$ cat src/rtl/b3zs_pkg.sv
package b3zs_pkg;

  // Depth of the look-ahead window; the substitution spans this many bits.
  localparam int WIN_LEN = 3;

  // Symbol held in each window stage.
  typedef enum logic [1:0] {
    SYM_ZERO = 2'd0,  // data zero, still eligible for substitution
    SYM_ONE  = 2'd1,  // data one
    SYM_HOLD = 2'd2,  // zero already claimed by a substitution (or fill)
    SYM_VIOL = 2'd3   // violation slot of a substitution
  } sym_t;

  // Tag written into stage 'pos' of the window when a run of zeros is claimed.
  function automatic sym_t subst_tag(input int pos);
    return (pos == 1) ? SYM_VIOL : SYM_HOLD;
  endfunction

  // Even parity of normal pulses since the last violation selects the
  // pattern that starts with a normal pulse.
  function automatic logic pick_lead_pulse(input logic odd_parity);
    return !odd_parity;
  endfunction

  // Polarity of a normal pulse given the polarity of the previous one.
  function automatic logic ami_next(input logic last_positive);
    return !last_positive;
  endfunction

endpackage

$ cat src/rtl/b3zs_window.sv
module b3zs_window
  import b3zs_pkg::*;
#(
  parameter int WIN = WIN_LEN
) (
  input  logic clk,
  input  logic rst,
  input  logic adv,
  input  logic din,
  output sym_t head,
  output logic run_hit
);

  sym_t stg [WIN];

  // A run is claimed only when every stage still holds an unclaimed zero.
  always_comb begin
    run_hit = 1'b1;
    for (int i = 0; i < WIN; i++) begin
      if (stg[i] != SYM_ZERO) run_hit = 1'b0;
    end
  end

  for (genvar i = 0; i < WIN; i++) begin : g_stg
    sym_t nxt;
    sym_t q;
    if (i == 0) begin : g_entry
      assign nxt = din ? SYM_ONE : SYM_ZERO;
    end else begin : g_shift
      assign nxt = run_hit ? subst_tag(i) : stg[i-1];
    end
    always_ff @(posedge clk) begin
      if (rst)      q <= SYM_HOLD;
      else if (adv) q <= nxt;
    end
    assign stg[i] = q;
  end

  assign head = stg[WIN-1];

endmodule

$ cat src/rtl/b3zs_line_state.sv
module b3zs_line_state
  import b3zs_pkg::*;
(
  input  logic clk,
  input  logic rst,
  input  logic adv,
  input  sym_t head,
  input  logic run_hit,
  output logic pos_q,
  output logic neg_q,
  output logic ev_lead,
  output logic ev_viol,
  output logic par_q,
  output logic last_pos_q
);

  logic fire;
  logic pol;

  always_comb begin
    fire    = 1'b0;
    pol     = last_pos_q;
    ev_viol = 1'b0;
    ev_lead = 1'b0;
    if (run_hit) begin
      if (pick_lead_pulse(par_q)) begin
        fire    = 1'b1;
        pol     = ami_next(last_pos_q);
        ev_lead = 1'b1;
      end
    end else begin
      case (head)
        SYM_ONE: begin
          fire = 1'b1;
          pol  = ami_next(last_pos_q);
        end
        SYM_VIOL: begin
          fire    = 1'b1;
          pol     = last_pos_q;
          ev_viol = 1'b1;
        end
        default: ;
      endcase
    end
  end

  always_ff @(posedge clk) begin
    if (rst) begin
      pos_q      <= 1'b0;
      neg_q      <= 1'b0;
      par_q      <= 1'b0;
      last_pos_q <= 1'b0;
    end else begin
      pos_q <= adv && fire && pol;
      neg_q <= adv && fire && !pol;
      if (adv && fire) begin
        if (ev_viol) begin
          par_q <= 1'b0;
        end else begin
          last_pos_q <= pol;
          par_q      <= !par_q;
        end
      end
    end
  end

endmodule

$ cat src/rtl/b3zs_encoder.sv
module b3zs_encoder
  import b3zs_pkg::*;
#(
  parameter int WIN = WIN_LEN
) (
  input  logic clk,
  input  logic rst,
  input  logic in_vld,
  input  logic in_bit,
  output logic pos_out,
  output logic neg_out
);

  sym_t head;
  logic run_hit;
  logic ev_lead;
  logic ev_viol;
  logic par_q;
  logic last_pos_q;

  b3zs_window #(.WIN(WIN)) win_i (
    .clk     (clk),
    .rst     (rst),
    .adv     (in_vld),
    .din     (in_bit),
    .head    (head),
    .run_hit (run_hit)
  );

  b3zs_line_state line_i (
    .clk        (clk),
    .rst        (rst),
    .adv        (in_vld),
    .head       (head),
    .run_hit    (run_hit),
    .pos_q      (pos_out),
    .neg_q      (neg_out),
    .ev_lead    (ev_lead),
    .ev_viol    (ev_viol),
    .par_q      (par_q),
    .last_pos_q (last_pos_q)
  );

endmodule

$ cat config.mk
export PLATFORM = sky130hd
export DESIGN_NAME = b3zs_encoder
export DESIGN_NICKNAME = d
export VERILOG_FILES = /design/src/rtl/b3zs_pkg.sv /design/src/rtl/b3zs_window.sv /design/src/rtl/b3zs_line_state.sv /design/src/rtl/b3zs_encoder.sv
export SDC_FILE = /design/constraint.sdc
export NUM_CORES = 1
export LEC_CHECK = 0
export ABC_CLOCK_PERIOD_IN_PS = 3200
export BUFFER_PORTS_ARGS = -buffer_cell sky130_fd_sc_hd__buf_2
export CAP_MARGIN = 5
export CORE_AREA = 4 4 41 43
export DETAILED_ROUTE_END_ITERATION = 6
export DIE_AREA = 0 0 45 47
export GPL_ROUTABILITY_DRIVEN = 0
export PLACE_DENSITY = 0.58
export SLEW_MARGIN = 10
export SYNTH_ARGS = -nofsm -noshare
export SYNTH_HDL_FRONTEND = slang
export SYNTH_HIERARCHICAL = 1
export SYNTH_SLANG_ARGS = --single-unit
$ cat constraint.sdc
create_clock -name clk -period 3.2 [get_ports clk]
set_clock_uncertainty 0.1 [all_clocks]
set_input_delay 0.64 -clock clk [delete_from_list [all_inputs] [get_ports clk]]
set_output_delay 0.64 -clock clk [all_outputs]
set_load 0.05 [all_outputs]
==> key figures <==
Timing
  • Final Setup Violations: 0
  • Worst-margin pin slew: 275.4 ps
  • Tcrit/Tclk final: a little under three fifths
  • Min Tclk post-route: roughly 1800 ps
  • Post-route setup TNS: 0 ps
  • Fmax: ~0.55 GHz
  • Final Max Tran Viols: 0
  • RSZ-0062 raised after global routing: no
  • Relative slew slack: around four fifths
  • Final hold violations: 0

Placement
  • IO Port Bufs: 5
  • Dpl hpwl: between 500 and 600 um

Floorplanning
  • Row cnt: 13
  • Chip height: around 47 um
  • Initial core utilization: a little over a third
  • Die Footprint: ~0.0021 mm^2
  • Core area: ~0.0013 mm^2
  • Io pins: 6
  • Chip Width: 45 um

Clock tree
  • Clk buf depth: 2
  • Hold-fix buffers, CTS: 0
  • Num Clock Sinks: 10
  • Post_cts resized: 0
  • Reg clk slew, reported paths: ~70 ps
  • CTS tree: yes
  • # H-tree levels: 1
  • Clock root cell: clkbuf_4
  • CTS buffer count: 3
  • Skew-Pair Late Insertion Delay: between 200 and 300 ps
  • Post-CTS Setup Bufs: 0

GRT
  • First-pass GRT wire length: approximately 1.4 mm
  • Total gr overflow: 0
  • Tot GR Track Use: 9.192%
  • Initial antenna violation count: 0
  • Vias in the first global route: 354
  • Largest net degree at the start of global routing: 12

Yosys
  • Netlist Area Pre-Place: 460.4 um^2
  • Synth Net Count: 53
  • Synthesis Warnings: 6
  • Synth Instances: between 40 and 50
  • Avg Synthesized Cell Area: 9.397 um^2

Detailed routing
  • Total number of vias: 350
  • Number of remaining DRC errors: 0
  • Detail Route Antenna Nets: 0
  • Initial DRC Count: 3
  • DR WL/cell: slightly above 10 um
  • Drt pass-1 iters: 3
  • DR vias/cell: around 5
  • Total Routed Length: approximately 740 um

Critical path
  • Setup crit start kind: flip-flop
  • Cell Chain, Critical Path: nor4_4, nand2b_1, nor2_1, nor2b_4, o21ai_2, mux2_4
  • Worst Setup End Kind: flip-flop
  • Worst Path Required: ~3300 ps
  • R2R depth: 6
  • Register-to-register setup slack: about 1400 ps
  • WP buf/inv: 0
  • Worst EP arrival: around 1900 ps
  • Crit path max-delay family: simple AND/OR/NAND/NOR gates
  • Reg2reg start: win_i/g_stg[1].q[0]
  • Slowest stage cell, crit path: dfxtp_1
  • Reg2reg end: line_i/last_pos_q
  • Worst path max stage delay: between 300 and 400 ps
  • Max FO, Critical Path: 4
  • CP Class: flip-flop to flip-flop

Final layout
  • Layout cells sized above 1: around a quarter
  • Area delta synth->final: 16.30%
  • Antenna diodes: 0
  • Layout net count: 62

Power and ir drop
  • Leakage dissipation: between 0.2 and 0.25 nW
  • Worst-case vdd ir drop: 0.1894 mV
  • Power per cell area: 489.1 mW/mm^2
  • PnR Total Power: 0.2619 mW

Outcome
  • Status: completed

Run
  • Max Cap Viol: 0

Hold path
  • Hold WC Path Type: flip-flop to flip-flop
  • Hold Crit Start: line_i/par_q
  • Hold Crit Depth: 2
  • Hold EP: line_i/par_q
[worst max path at each step]
stage | endpoint | depth (start not counted) | startpoint | slack, ps
2_1_floorplan | line_i/last_pos_q | 6 | win_i/g_stg[1].q[0] | 1530
3_3_place_gp | line_i/last_pos_q | 6 | win_i/g_stg[1].q[0] | 1420
3_5_place_dp | line_i/last_pos_q | 6 | win_i/g_stg[1].q[0] | 1400
4_1_cts | line_i/last_pos_q | 6 | win_i/g_stg[1].q[0] | 1380
5_1_grt | line_i/last_pos_q | 6 | win_i/g_stg[1].q[0] | 1200
6_report | line_i/last_pos_q | 6 | win_i/g_stg[1].q[0] | 1390
[placed cells by master, fill, tap and decap left out, types with 2 or more instances in the layout]
master,count
a211oi_1,3
a21oi_1,4
buf_2,5
clkbuf_4,3
dfxtp_1,10
inv_1,2
mux2i_1,2
nand2_1,2
nand2b_1,2
nor2_1,7
nor3_1,3
o21ai_0,2
[worst register-to-register path: stages, from the launching register on]
cell and delay [ps]:
dfxtp_1 340, nor4_4 320, nand2b_1 110, nor2_1 240
nor2b_4 220, o21ai_2 80, mux2_4 290
[registers in the layout (all words and copies together), names as in the netlist]
name               count
line_i/pos_q           1
win_i/head             2
line_i/par_q           1
line_i/last_pos_q      1
win_i/g_stg.q          4
line_i/neg_q           1
[power breakdown]
group          switching (mW)  leakage (nW)  internal [mW]
registers             0.00503        0.0817          0.129
logic                 0.00881         0.108        0.00710
clock network          0.0433        0.0210         0.0690
total                  0.0572         0.211          0.205
[stage by stage]
step	hold slack (ps)	cell area (um^2)	util, %	worst slack [ps]	instances
after floorplan	373.0	460.4	-	1532	49
after global placement	400.5	499.2	38.37	1420	68
after detailed placement	412.7	499.2	38.37	1398	68
after CTS	419.2	535.5	41.15	1380	72
after global routing	443.4	535.5	41.15	1197	72
final	410.3	535.5	41.15	1386	72
[routing by layer]
metal  global-route usage [%]  share of wire, %
met2                    15.25                44
met3                    2.299               4.9
met5                        0                 0
met4                    8.772              0.54
met1                    9.404                50
[layout make-up]
class                           instances  area, um^2
Multi-Input combinational cell         36       247.7
Timing Repair Buffer                    5       25.02
Fill cell                             149       765.7
Inverter                                2       7.507
Clock buffer                            4       36.28
Sequential cell                        10       200.2
Tap cell                               15       18.77
No activity file was read; power rests on OpenSTA's default activity.
